==> src/rtl/fbu_pkg.sv <==
// Package: shared constants and helpers for the framebuffer unpacker.
// Assumes a 32-bit fetch word and depth codes 0..7.
package fbu_pkg;

    localparam int WORD_W = 32;
    localparam int CNT_W  = 5;

    // Map a depth code to log2 of the bits each pixel occupies in memory.
    function automatic logic [2:0] depth_log2(input logic [2:0] depth);
        case (depth)
            3'd0:    depth_log2 = 3'd0;
            3'd1:    depth_log2 = 3'd1;
            3'd2:    depth_log2 = 3'd2;
            3'd3:    depth_log2 = 3'd3;
            3'd5:    depth_log2 = 3'd5;
            default: depth_log2 = 3'd4;
        endcase
    endfunction

    // Index of the last pixel in a word for a given log2 pixel size.
    function automatic logic [CNT_W-1:0] last_slot(input logic [2:0] lg);
        last_slot = CNT_W'((6'd32 >> lg) - 6'd1);
    endfunction

endpackage

==> src/rtl/fbu_word_ctrl.sv <==
// Word holder and slot counter. Holds one fetched word, steps a pixel
// slot counter on each output transfer, and takes a new word when empty or
// when the last slot leaves. Assumes configuration is stable within a word.
module fbu_word_ctrl
    import fbu_pkg::*;
(
    input  logic              clk,
    input  logic              rst_n,
    input  logic              active,
    input  logic [CNT_W-1:0]  slot_last,
    input  logic [WORD_W-1:0] in_word,
    input  logic              in_valid,
    output logic              in_ready,
    input  logic              px_ready,
    output logic              px_valid,
    output logic [WORD_W-1:0] word_q,
    output logic [CNT_W-1:0]  slot_q
);

    logic full_q;
    logic fire;
    logic at_last;

    // Handshake decode for both streams.
    always_comb begin
        px_valid = full_q & active;
        fire     = px_valid & px_ready;
        at_last  = (slot_q == slot_last);
        in_ready = active & (~full_q | (fire & at_last));
    end

    // Load, advance and release the held word.
    always_ff @(posedge clk) begin
        if (!rst_n) begin
            full_q <= 1'b0;
            slot_q <= '0;
            word_q <= '0;
        end else if (in_valid && in_ready) begin
            full_q <= 1'b1;
            slot_q <= '0;
            word_q <= in_word;
        end else if (fire && at_last) begin
            full_q <= 1'b0;
            slot_q <= '0;
        end else if (fire) begin
            slot_q <= slot_q + 1'b1;
        end
    end

    // A word may arrive while one is held only as its last pixel leaves.
    assert_load_when_free_R10: assert property (@(posedge clk) disable iff (!rst_n)
        (in_valid && in_ready && full_q) |-> (px_ready && slot_q == slot_last));

    // Backpressure freezes the held word and slot.
    assert_stall_hold_R10: assert property (@(posedge clk) disable iff (!rst_n)
        (full_q && active && !px_ready) |=> ($stable(word_q) && $stable(slot_q)));

endmodule

==> src/rtl/fbu_slot_extract.sv <==
// Slot extractor. Turns a slot number into a bit offset for the chosen
// ordering and returns the pixel field, zero above its width. Assumes the
// slot is below the word's pixel count; the top byte of 32-bit pixels is dropped.
module fbu_slot_extract
    import fbu_pkg::*;
(
    input  logic              clk,
    input  logic              rst_n,
    input  logic [WORD_W-1:0] word,
    input  logic [CNT_W-1:0]  slot,
    input  logic [2:0]        lg,
    input  logic              be_byte,
    input  logic              be_pix,
    output logic [23:0]       field
);

    logic [5:0]       bpp;
    logic [4:0]       base;
    logic [4:0]       off;
    logic [WORD_W-1:0] mask;

    // Offset: mirror within the word, within a byte, or take it as is.
    always_comb begin
        bpp  = 6'd1 << lg;
        base = slot << lg;
        mask = WORD_W'((33'd1 << bpp) - 33'd1);
        if (be_byte)
            off = base ^ 5'(6'd32 - bpp);
        else if (be_pix && lg < 3'd3)
            off = base ^ 5'(6'd8 - bpp);
        else
            off = base;
        field = 24'((word >> off) & mask);
    end

    // One-bit pixels never carry bits above bit 0.
    assert_field_width_R1: assert property (@(posedge clk) disable iff (!rst_n)
        (lg == 3'd0) |-> (field[23:1] == '0));

endmodule

==> src/rtl/fbu_color_decode.sv <==
// Colour decoder. Sends indexed fields to the palette port and widens
// direct-colour fields to 8 bits per component, then applies red/blue order.
// Assumes the palette answers combinationally.
module fbu_color_decode (
    input  logic        clk,
    input  logic        rst_n,
    input  logic [2:0]  depth,
    input  logic        swap_rb,
    input  logic [1:0]  fmt16,
    input  logic [23:0] field,
    input  logic [23:0] pal_rgb,
    output logic [7:0]  pal_idx,
    output logic [23:0] rgb
);

    logic [7:0] c_lo, c_mid, c_hi;
    logic       blue_low;
    logic       indexed;

    // Split the field into low, middle and high components per format.
    always_comb begin
        indexed  = (depth < 3'd4);
        pal_idx  = field[7:0];
        blue_low = swap_rb;
        c_lo     = {field[4:0], 3'b000};
        c_mid    = {field[10:5], 2'b00};
        c_hi     = {field[15:11], 3'b000};
        case (depth)
            3'd4: begin
                if (fmt16 == 2'd1) begin
                    c_mid = {field[9:5], 3'b000};
                    c_hi  = {field[14:10], 3'b000};
                end else if (fmt16 == 2'd3) begin
                    blue_low = 1'b1;
                end
            end
            3'd5: begin
                c_lo  = field[7:0];
                c_mid = field[15:8];
                c_hi  = field[23:16];
            end
            3'd7: begin
                c_lo  = {2{field[3:0]}};
                c_mid = {2{field[7:4]}};
                c_hi  = {2{field[11:8]}};
            end
            default: ;
        endcase
        if (indexed)
            rgb = pal_rgb;
        else if (blue_low)
            rgb = {c_hi, c_mid, c_lo};
        else
            rgb = {c_lo, c_mid, c_hi};
    end

    // 565 output leaves the shifted-in zero bits of every component clear.
    assert_widen_zero_R8: assert property (@(posedge clk) disable iff (!rst_n)
        (depth == 3'd6) |-> (rgb[18:16] == 3'b0 && rgb[9:8] == 2'b0 && rgb[2:0] == 3'b0));

    // 12 bpp components are nibble-doubled.
    assert_nibble_rep_R8: assert property (@(posedge clk) disable iff (!rst_n)
        (depth == 3'd7) |-> (rgb[23:20] == rgb[19:16] && rgb[7:4] == rgb[3:0]));

endmodule

==> src/rtl/fb_pixel_unpack.sv <==
// Top: framebuffer pixel format unpacker. Accepts 32-bit words, emits one
// RGB888 pixel per output transfer and reports the line size in bytes.
// Assumes configuration changes only while no word is held.
module fb_pixel_unpack
    import fbu_pkg::*;
#(
    parameter int COL_W = 12
) (
    input  logic              clk,
    input  logic              rst_n,
    input  logic              cfg_enable,
    input  logic              cfg_power,
    input  logic [2:0]        cfg_depth,
    input  logic              cfg_swap_rb,
    input  logic              cfg_be_byte,
    input  logic              cfg_be_pix,
    input  logic [1:0]        cfg_fmt16,
    input  logic [COL_W-1:0]  cfg_cols,
    output logic [COL_W+1:0]  line_bytes,
    input  logic [31:0]       in_word,
    input  logic              in_valid,
    output logic              in_ready,
    output logic [7:0]        pal_idx,
    input  logic [23:0]       pal_rgb,
    output logic [23:0]       px_rgb,
    output logic              px_valid,
    input  logic              px_ready
);

    localparam int LB_W = COL_W + 2;

    logic              active;
    logic [2:0]        lg;
    logic [CNT_W-1:0]  slot_last;
    logic [WORD_W-1:0] word_q;
    logic [CNT_W-1:0]  slot_q;
    logic [23:0]       field;

    // Derive the active state and the pixel geometry.
    always_comb begin
        active    = cfg_enable & cfg_power;
        lg        = depth_log2(cfg_depth);
        slot_last = last_slot(lg);
    end

    // Bytes per line from the column count.
    always_comb begin
        case (cfg_depth)
            3'd0:    line_bytes = LB_W'(cfg_cols >> 3);
            3'd1:    line_bytes = LB_W'(cfg_cols >> 2);
            3'd2:    line_bytes = LB_W'(cfg_cols >> 1);
            3'd3:    line_bytes = LB_W'(cfg_cols);
            3'd5:    line_bytes = LB_W'(cfg_cols) << 2;
            default: line_bytes = LB_W'(cfg_cols) << 1;
        endcase
    end

    fbu_word_ctrl u_ctrl (
        .clk       (clk),
        .rst_n     (rst_n),
        .active    (active),
        .slot_last (slot_last),
        .in_word   (in_word),
        .in_valid  (in_valid),
        .in_ready  (in_ready),
        .px_ready  (px_ready),
        .px_valid  (px_valid),
        .word_q    (word_q),
        .slot_q    (slot_q)
    );

    fbu_slot_extract u_extract (
        .clk     (clk),
        .rst_n   (rst_n),
        .word    (word_q),
        .slot    (slot_q),
        .lg      (lg),
        .be_byte (cfg_be_byte),
        .be_pix  (cfg_be_pix),
        .field   (field)
    );

    fbu_color_decode u_decode (
        .clk     (clk),
        .rst_n   (rst_n),
        .depth   (cfg_depth),
        .swap_rb (cfg_swap_rb),
        .fmt16   (cfg_fmt16),
        .field   (field),
        .pal_rgb (pal_rgb),
        .pal_idx (pal_idx),
        .rgb     (px_rgb)
    );

    // Nothing moves on either stream while inactive.
    assert_idle_when_off_R9: assert property (@(posedge clk) disable iff (!rst_n)
        !(cfg_enable && cfg_power) |-> (!px_valid && !(in_valid && in_ready)));

endmodule

==> config.mk <==
export PLATFORM = sky130hd
export DESIGN_NAME = fb_pixel_unpack
export DESIGN_NICKNAME = d
export VERILOG_FILES = /design/src/rtl/fbu_pkg.sv /design/src/rtl/fbu_word_ctrl.sv /design/src/rtl/fbu_slot_extract.sv /design/src/rtl/fbu_color_decode.sv /design/src/rtl/fb_pixel_unpack.sv
export SDC_FILE = /design/constraint.sdc
export NUM_CORES = 1
export LEC_CHECK = 0
export ABC_AREA = 0
export CORE_ASPECT_RATIO = 1.75
export CORE_MARGIN = 5
export CORE_UTILIZATION = 30
export DETAILED_ROUTE_END_ITERATION = 12
export PLACE_DENSITY = 0.57
export SYNTH_ARGS = -nofsm -noshare
export SYNTH_HDL_FRONTEND = slang
export SYNTH_HIERARCHICAL = 1
export SYNTH_SLANG_ARGS = --single-unit
==> constraint.sdc <==
create_clock -name clk -period 6.6 [get_ports clk]
set_input_delay 0.66 -clock clk [delete_from_list [all_inputs] [get_ports clk]]
set_output_delay 0.66 -clock clk [all_outputs]
set_load 0.03 [all_outputs]
=== Yosys cells after proc, flatten, opt, wreduce, memory -nomap -nowiden ===
Index checks and enable logic that the tools add are counted.

* Register bits after elaboration: 38
* Input port bits: 82
* Output and inout port bits: 48

* Add/subtract/negate cells: 5
* Magnitude comparators: 2
* Equality and inequality tests: 9
* Shift operators: 5
* Multiplexer cells: 16
* Bitwise logic cells: 11
* Reduce and logical (&&, ||, !) cells: 6

{| class="wikitable"
|+ Operators by type and width
! operator !! count
|-
| 14-bit case mux with 5 select lines || 1
|-
| 24-bit two-way mux || 2
|-
| 8-bit case mux with 3 select lines || 2
|-
| 32-bit by 5-bit >> shifter with 24-bit output || 1
|-
| 24-bit AND || 1
|-
| 1-bit by 6-bit << shifter with 24-bit output (first input constant) || 1
|-
| 24-bit by 1-bit subtractor with 24-bit output (second input constant) || 1
|-
| 8-bit two-way mux || 2
|-
| 8-bit case mux with 2 select lines || 1
|-
| 3-bit case mux with 5 select lines || 1
|-
| 5-bit two-way mux || 2
|-
| 5-bit bitwise XOR || 2
|-
| 3-bit == test (second input constant) || 3
|-
| 3-bit by 2-bit == test with 1-bit output (second input constant) || 2
|-
| 1-bit by 3-bit << shifter with 6-bit output (first input constant) || 1
|-
| 6-bit by 3-bit >> shifter with 5-bit output (first input constant) || 1
|-
| 5-bit by 1-bit adder with 5-bit output (second input constant) || 1
|-
| 1-bit AND || 5
|-
| 5-bit == test || 1
|-
| 1-bit two-way mux || 5
|-
| 5-bit by 3-bit << shifter with 5-bit output || 1
|-
| 1-bit by 5-bit subtractor with 5-bit output (first input constant) || 1
|-
| 4-bit by 5-bit subtractor with 5-bit output (first input constant) || 1
|-
| 5-bit by 1-bit subtractor with 5-bit output (second input constant) || 1
|-
| 11 further kinds || 14
|}

=== Logic depth before layout (Yosys ltp) ===
Gate-level depths: netlist (run 1).

* Depth in word-level cells: 13
* Mapped depth: 23

=== By module ===
The synthesis (run 1) kept the hierarchy.

{| class="wikitable"
|+ Modules (own cells, without submodules)
! module !! instances !! cells each !! area an instance (um^2)
|-
| fbu_slot_extract || 1 || 403 || 2771.4
|-
| fbu_word_ctrl || 1 || 175 || 1642.8
|-
| fbu_color_decode || 1 || 179 || 1141.1
|-
| fb_pixel_unpack || 1 || 107 || 676.9
|}

=== Least setup slack after synthesis (run 1) ===
OpenSTA, ideal clock, no wires.

* Path type: in2out
* Start point: in cfg_depth[2]
* End point: out px_rgb[20]
* Data arrival time: 5149 ps
* Path slack: 791 ps
* Stages on the path: 21
* Path buffers: 5
* Path through: buf_6 buf_2 nand2_1 and2_1 buf_6 buf_4 nor3_1 inv_1 ha_1 clkbuf_1 o211ai_1 o311ai_1 xnor2_1 mux2_2 a2111oi_0 o31ai_1 a21oi_1 nand2_1 nand3_1 o21ai_1 o31ai_1

* Elaborated cells between the ends (all ways): 29
* Those cells by class: 3 x add/sub; 2 x order compare; 6 x eq/ne; 4 x shift; 9 x mux; 3 x bitwise; 2 x reduce/logical

{| class="wikitable"
|+ RTL lines
! item !! RTL line !! source
|-
| start, declared || fb_pixel_unpack.sv:13 || <nowiki>input logic [2:0] cfg_depth,</nowiki>
|-
| 3-bit == test (tied with other cells) || fbu_pkg.sv:10 || <nowiki>case (depth)</nowiki>
|-
| 3-bit case mux with 5 select lines * || fbu_pkg.sv:10 ||
|-
| net lg[0] || fb_pixel_unpack.sv:33 || <nowiki>logic [2:0] lg;</nowiki>
|-
| 1-bit by 3-bit << shifter with 6-bit output || fbu_slot_extract.sv:24 || <nowiki>bpp = 6'd1 << lg;</nowiki>
|-
| 4-bit by 5-bit subtractor with 5-bit output || fbu_slot_extract.sv:30 || <nowiki>off = base ^ 5'(6'd8 - bpp);</nowiki>
|-
| 5-bit bitwise XOR || fbu_slot_extract.sv:30 ||
|-
| 5-bit two-way mux || fbu_slot_extract.sv:29 || <nowiki>else if (be_pix && lg < 3'd3)</nowiki>
|-
| 5-bit two-way mux || fbu_slot_extract.sv:27 || <nowiki>if (be_byte)</nowiki>
|-
| 32-bit by 5-bit >> shifter with 24-bit output || fbu_slot_extract.sv:33 || <nowiki>field = 24'((word >> off) & mask);</nowiki>
|-
| 24-bit AND * || fbu_slot_extract.sv:33 ||
|-
| net field[8] || fb_pixel_unpack.sv:37 || <nowiki>logic [23:0] field;</nowiki>
|-
| 8-bit case mux with 3 select lines * || fbu_color_decode.sv:28 || <nowiki>case (depth)</nowiki>
|-
| 24-bit two-way mux * || fbu_color_decode.sv:51 || <nowiki>else if (blue_low)</nowiki>
|-
| 24-bit two-way mux * || fbu_color_decode.sv:49 || <nowiki>if (indexed)</nowiki>
|-
| end, declared || fb_pixel_unpack.sv:25 || <nowiki>output logic [23:0] px_rgb,</nowiki>
|}

The timed path passes the listed nets; every way through them passes the cells marked *.

=== Worst setup path after layout (run 1) ===
* Start point: in cfg_depth[1]
* End point: out px_rgb[20]

* Word-level cells in the longest chain between the ends: 13
* Elaborated cells between the ends (all ways): 29
* Those cells by class: 3 x add/sub; 2 x order compare; 6 x eq/ne; 4 x shift; 9 x mux; 3 x bitwise; 2 x reduce/logical

{| class="wikitable"
|+ Ends and longest elaborated chain
! item !! RTL line !! source
|-
| 3-bit == test (tied with other cells) || fbu_pkg.sv:10 ||
|-
| 3-bit case mux with 5 select lines * || fbu_pkg.sv:10 ||
|-
| net lg[1] || fb_pixel_unpack.sv:33 ||
|-
| 1-bit by 3-bit << shifter with 6-bit output || fbu_slot_extract.sv:24 ||
|-
| 4-bit by 5-bit subtractor with 5-bit output || fbu_slot_extract.sv:30 ||
|-
| 5-bit bitwise XOR || fbu_slot_extract.sv:30 ||
|-
| 5-bit two-way mux || fbu_slot_extract.sv:29 ||
|-
| 5-bit two-way mux || fbu_slot_extract.sv:27 ||
|-
| 32-bit by 5-bit >> shifter with 24-bit output || fbu_slot_extract.sv:33 ||
|-
| 24-bit AND * || fbu_slot_extract.sv:33 ||
|-
| 8-bit two-way mux || fbu_color_decode.sv:30 || <nowiki>if (fmt16 == 2'd1) begin</nowiki>
|-
| 8-bit case mux with 3 select lines || fbu_color_decode.sv:28 ||
|-
| 24-bit two-way mux * || fbu_color_decode.sv:51 ||
|-
| 24-bit two-way mux * || fbu_color_decode.sv:49 ||
|}

Marked as above.

==> out/results.txt, run 1 <==
Status: finished, final reports clean
Die area: 23,900 sq um
Grt ovf: 0
CORE AREA: 20,400 sq um
Setup Skew: 5.28 ps
Drt drc: 0
Post-CTS Hold Fix Bufs: 0
Synth Register Bits: 38
Sequential-to-total area share from yosys stat: 12.2%
Max VDD drop: 0.0893 mV
H-tree depth: 2
YS warnings: 6
Number of synthesized flops with an enable pin: 0
# placed instances: 1,185
Slew margin rel.: 38.2%
Die Width: 119 um
CP delay by family, top: compound AO/OA/AOI/OAI gates
CP startpoint kind: input port
Number of I/O port buffers: 129
CTS Root Cell: clkbuf_16
F_max: 0.170 GHz
Routability cong.: 0.945
Share of post-route cells with drive strength above 1: 12.2%
Share of async-settable or async-resettable flops after synthesis: 0%
First-pass GRT wire length: 36,500 um
Nets: 1,034
Critical R2R Capture: u_ctrl/word_q[31]
Largest net degree at the start of global routing: 76
Final hold violation count: 0
Crit path time final: 5890 ps
Worst Setup End Kind: output pin
Critical path startpoint: cfg_depth[1]
Most common cell on crit path: buf_4
Mapped cell area: 6230 sq um
Clk buf depth: 2
Synth area leader: mux2i_1
Max Cap Viol: 0
1st-pass router iterations: 6
Unrepaired setup endpoints after global routing: no
Pwr Density: 145 nW/um^2
Most instantiated cells after synthesis: nand2_1, mux2i_1, nor2_1
Post-Route WL: 23,000 um
Worst path arrival time: 5230 ps
Prevailing post-synth register cell: dfxtp_1
Post-synthesis cell count: 864
Wire length per cell: 19.2 um
Final worst path period share: 89.2%
Top-area cell type share of the netlist area: 16.7%
Area grow syn2layout: 21.7%
Skew-Pair Late Insertion Delay: 280 ps
Synth top area cells: mux2i_1, dfxtp_1, nand2_1, nor2_1, a21oi_1
Non-Filler Instances: 1,194
Slowest CP cell: a211oi_1
CTS sink cnt: 38
# IOs: 130
Total GRT Usage: 18.5%
Row count: 69
Setup violators final: 0
FF-to-FF path depth: 5
Vias in the first global route: 6,714
End of the critical path: px_rgb[20]
Setup TNS: 0 ps
Die Y-Extent: 201 um
Netlist cell types: 80
Initial drt markers: 678
# Post-CTS Setup Buffers: 0
Synthesized net count: 954
Setup CP Type: input port to output pin
Vias after detailed routing: 6,864
Fin. max-slew vios: 0
Min-delay worst type: flip-flop to flip-flop
Reg2Reg Setup Slack: 4630 ps
Critical path depth: 21
Clk slew on worst S/H paths: 50 ps
Avg Cell Area, Syn: 7.21 sq um
Max incr delay on CP: 570 ps
Via density: 5.75
Initial Util: 30.6%
CP required: 5940 ps
Post-CTS sizing: 0
ANT nets after route: 0
Actual slew at the worst max-slew pin: 926 ps
RR Startpoint: u_ctrl/full_q
CTS buffer count: 5
Critical path cell sequence: buf_2 > inv_1 > nor2_1 > buf_4 > nor2_1 > nand2_1 > ha_1 > o21ba_2 > or4_4 > and3_1 > buf_4 > mux2i_1 > mux2_2 > nand2b_1 > a31o_2 > a211oi_1 > mux2i_1 > a211oi_1 > a22oi_1 > o31ai_1 > buf_4
CP max FO: 22
CP Buf/Inv Count: 5
Dpl hpwl: 18,100 um
Top-count cell post-synth: nand2_1
Tot Pwr: 0.00110 W
CTS tree: done
Initial antenna violation count: 1
P_leak: 2.95 nW
## worst min-delay path by stage
stage	end	cells after the start	start	slack [ps]
2_1_floorplan	u_ctrl/word_q[0]	2	u_ctrl/word_q[0]	430
3_3_place_gp	u_ctrl/word_q[1]	2	u_ctrl/word_q[1]	470
3_5_place_dp	u_ctrl/word_q[1]	2	u_ctrl/word_q[1]	480
4_1_cts	u_ctrl/word_q[1]	2	u_ctrl/word_q[1]	490
5_1_grt	u_ctrl/word_q[7]	2	u_ctrl/word_q[7]	500
6_report	u_ctrl/word_q[1]	2	u_ctrl/word_q[1]	480
## routing by layer
layer	vias to the layer above	routed length [um]	GRT usage [%]
met5	-	0	0
met4	0	1220	9.90
met3	68	755	1.47
met2	229	12200	34.7
met1	3238	8790	20.3
li1	3329	-	-
## registers in the layout (all words and copies together), names as in the netlist
signal         count
u_ctrl/full_q      1
u_ctrl/slot_q      5
u_ctrl/word_q     32
## cells by family after synthesis
| kind of cell | share of synthesized area [%] |
|---|---|
| and+or+nand+nor | 24.7 |
| buffers and inverters | 8.95 |
| AOI/OAI and AO/OA | 27.3 |
| DFF | 12.2 |
| adders and majority gates | 1.61 |
| muxes | 22.4 |
| xor gates and xnor gates | 2.79 |
## area by class of cell
class | count | area (sq um)
tap | 248 | 310
clock inverter | 1 | 5.00
inverter | 15 | 56.3
antenna | 1 | 2.50
multi-input combinational | 729 | 4910
sequential | 38 | 761
fill | 2203 | 12800
clock buffer | 7 | 143
timing repair buffer | 155 | 1400
## cells in the final DEF, fill, tap and decap left out, types with 5 or more instances in the layout
cell type / instances
nand2_1: 153
mux2i_1: 104
clkdlybuf4s50_1: 97
nor2_1: 75
buf_4: 54
a21oi_1: 45
dfxtp_1: 38
o21ai_0: 36
nand3_1: 33
mux2_2: 17
nand2b_1: 16
a22oi_1: 15
o22ai_1: 14
inv_1: 13
xnor2_1: 13
o211ai_1: 13
a211oi_1: 12
a31oi_1: 11
nor3_1: 10
and3_1: 10
o22a_1: 8
ha_1: 8
a221oi_1: 7
or2_2: 6
nor3b_1: 6
and2_1: 5
nor2b_1: 5
o211a_1: 5
o2bb2ai_1: 5
clkbuf_16: 5
xor2_1: 5
a221o_1: 5
## tightest hold or removal path: stages (launching register included)
cell	delay (ps)
dfxtp_1	320
nand2_1	60
mux2i_1	50
## power by group
| part | internal [W] | switching (W) | leakage [nW] | total [W] |
|---|---|---|---|---|
| registers | 0.000237 | 0.00000960 | 0.308 | 0.000246 |
| clock network | 0.000150 | 0.0000880 | 0.0739 | 0.000238 |
| logic | 0.000250 | 0.000368 | 2.57 | 0.000618 |
| total | 0.000637 | 0.000465 | 2.95 | 0.00110 |
## stage by stage
| stage | hold WS (ps) | instance area [sq um] | setup WS, ps | utilization (%) |
|---|---|---|---|---|
| final | 484 | 7590 | 710 | 37.2 |
| after global routing | 499 | 7590 | 369 | 37.2 |
| after CTS | 486 | 7580 | 747 | 37.2 |
| after detailed placement | 477 | 7440 | 757 | 36.5 |
| after global placement | 470 | 7440 | 815 | 36.5 |
| after floorplan | 432 | 6230 | 791 | - |
Power figures use the tool's default switching activity.
==> inputs of run 2 (changes only) <==
- CTS_CLUSTER_DIAMETER: unset -> 60
- PLACE_DENSITY: 0.57 -> 0.59
- clock period: 6.6 -> 5.4 ns (I/O delays scaled with it)
==> run 2 against run 1 <==
Against the previous run: final area grew 5.3%; utilization grew 2.0 points; critical path depth shrank 1; count of clock-buffer cells in the layout is the same; cell count grew 2.9%; combinational power grew 31%; largest power group unchanged.
==> out/results.txt, run 2 (synthesized netlist as in run 1, its figures left out) <==
Status: finished, final reports clean (unchanged)
Setup violators final: 0 (unchanged)
Via density: 5.64 (was 5.75)
Nets: 1,070 (was 1,034)
Initial drt markers: 475 (was 678)
Row count: 69 (unchanged)
CP max FO: 34 (was 22)
Total GRT Usage: 18.6% (was 18.5%)
Multi-input gate area: 5020 sq um (was 4910 sq um)
Post-Route WL: 22,900 um (was 23,000 um)
Routability cong.: 0.966 (was 0.945)
Slew margin rel.: 48.0% (was 38.2%)
Drt drc: 0 (unchanged)
Largest Register: u_ctrl/word_q (unchanged)
Fillers: 2,164 (was 2,203)
Tot Pwr: 0.00140 W (was 0.00110 W)
# placed instances: 1,221 (was 1,185)
Flop pwr share: 21.4% (was 22.4%)
Sequential cell area: 761 sq um (unchanged)
Antenna Cells: 0 (was 1)
Post-CTS Hold Fix Bufs: 0 (unchanged)
Wire length per cell: 18.6 um (was 19.2 um)
Die Y-Extent: 201 um (unchanged)
Area grow syn2layout: 28.2% (was 21.7%)
Final hold violation count: 0 (unchanged)
# IOs: 130 (unchanged)
Die Width: 119 um (unchanged)
Dpl hpwl: 18,300 um (was 18,100 um)
Sw Ratio: 41.6% (was 42.2%)
M1 wire length: 8540 um (was 8790 um)
Max Cap Viol: 0 (unchanged)
Number of I/O port buffers: 129 (unchanged)
CP startpoint kind: input port (unchanged)
Clock power share: 20.9% (was 21.6%)
ANT nets after route: 0 (unchanged)
Worst Setup End Kind: output pin (unchanged)
Setup TNS: 0 ps (unchanged)
Final Core Density: 39.2% (was 37.2%)
CP required: 4860 ps (was 5940 ps)
Net Sw Power: 0.000584 W (was 0.000465 W)
Crit path time final: 5150 ps
1st-pass router iterations: 7 (was 6)
Non-Filler Instances: 1,229 (was 1,194)
Min-delay worst type: flip-flop to flip-flop (unchanged)
Largest registers: u_ctrl/word_q: 32 flops, u_ctrl/slot_q: 5 flops, u_ctrl/full_q: 1 flops (unchanged)
Fin. max-slew vios: 0 (unchanged)
Largest net degree at the start of global routing: 76 (unchanged)
Setup CP Type: input port to output pin (unchanged)
Largest register FFs: 32 (unchanged)
Die area: 23,900 sq um (unchanged)
Setup Skew: 8.01 ps (was 5.28 ps)
Initial antenna violation count: 0 (was 1)
P_leak: 3.16 nW (was 2.95 nW)
Worst path arrival time: 4610 ps (was 5230 ps)
CTS sink cnt: 38 (unchanged)
Top Metal Used: met4 (unchanged)
Final worst path period share: 95.4%
Max VDD drop: 0.113 mV (was 0.0893 mV)
CTS buffer count: 5 (unchanged)
Met3 Routed Length: 838 um (was 755 um)
Pwr Density: 176 nW/um^2 (was 145 nW/um^2)
Combinational fraction of design power: 57.7% (was 56.1%)
CORE AREA: 20,400 sq um (unchanged)
Initial Util: 30.6% (unchanged)
Vias in the first global route: 6,905 (was 6,714)
Skew-Pair Late Insertion Delay: 280 ps (about the same)
First-pass GRT wire length: 36,900 um (was 36,500 um)
Vias after detailed routing: 6,927 (was 6,864)
H-tree depth: 2 (unchanged)
Clk buf depth: 2 (unchanged)
CTS Root Cell: clkbuf_16 (unchanged)
WHS: 476 ps (was 484 ps)
Clk slew on worst S/H paths: 50 ps (about the same)
Commonest non-fill, non-tap cell in the layout: nand2_1 (unchanged)
Actual slew at the worst max-slew pin: 780 ps (was 926 ps)
Int Pwr: 0.000819 W (was 0.000637 W)
Grt ovf: 0 (unchanged)
Met2 routed WL: 12,000 um (was 12,200 um)
Most frequent cells in the layout: nand2_1, mux2i_1, clkdlybuf4s50_1, buf_4, nor2_1 (was nand2_1, mux2i_1, clkdlybuf4s50_1, nor2_1, buf_4)
CTS tree: done (unchanged)
F_max: 0.194 GHz
Share of post-route cells with drive strength above 1: 17.6% (was 12.2%)
run 2: final timing paths:
check	start	to	depth (start not counted)	slack [ps]
max	cfg_depth[2]	px_rgb[21]	20	250
min	u_ctrl/word_q[1]	u_ctrl/word_q[1]	2	480
max reg2reg	u_ctrl/slot_q[0]	u_ctrl/word_q[26]	5	3440
min reg2reg	u_ctrl/word_q[1]	u_ctrl/word_q[1]	2	480
run 2: repair_timing:
action / in CTS / in global routing
endpoints found under the setup margin: 0 / 22
gates resized for setup: 0 / 17
endpoints found under the hold margin: 0 / 0
buffers inserted: 0 / 0
run 2: final cells by class:
| type | count | area share [%] |
|---|---|---|
| Clock buffer | 7 | 1.79 |
| Clock inverter | 1 | 0.0627 |
| Inverter | 15 | 0.705 |
| Multi-Input combinational cell | 729 | 62.8 |
| Sequential cell | 38 | 9.52 |
| Tap cell | 248 | 3.88 |
| Timing Repair Buffer | 191 | 21.2 |
run 2: per-stage QoR:
step	area, sq um	setup slack [ps]
floorplan	6260	-169
CTS	7910	26.6
finish	7990	251
detailed placement	7760	53.5
global route	7990	-27.7
global placement	7760	131
run 2: power groups by stage:
| stage | clock network (W) | registers, W | logic (W) |
|---|---|---|---|
| 6_report | 0.000293 | 0.000300 | 0.000810 |
| 5_1_grt | 0.000313 | 0.000302 | 0.000867 |
| 4_1_cts | 0.000305 | 0.000300 | 0.000798 |
| 3_5_place_dp | 0 | 0.000306 | 0.000794 |
| 3_3_place_gp | 0 | 0.000306 | 0.000794 |
| 2_1_floorplan | 0 | 0.000302 | 0.000515 |
run 2: layer usage:
layer,global-route usage [%],vias to the layer above
met3,1.86,66
met4,11.8,0
met5,0,-
met1,20.3,3221
li1,-,3412
met2,33.8,228
run 2: critical path: stages:
cell and delay [ps]:
buf_2 130, nand2_1 100, and2_1 200, nor3_2 250, ha_1 210, o21ba_2 150
or4_4 420, and3_1 220, buf_12 180, mux2i_1 180, mux2i_2 270, mux2i_1 160
mux2_2 310, o32ai_1 240, buf_4 190, mux2i_1 70, a211oi_1 320, a22oi_1 130
o21ai_2 100, buf_4 180
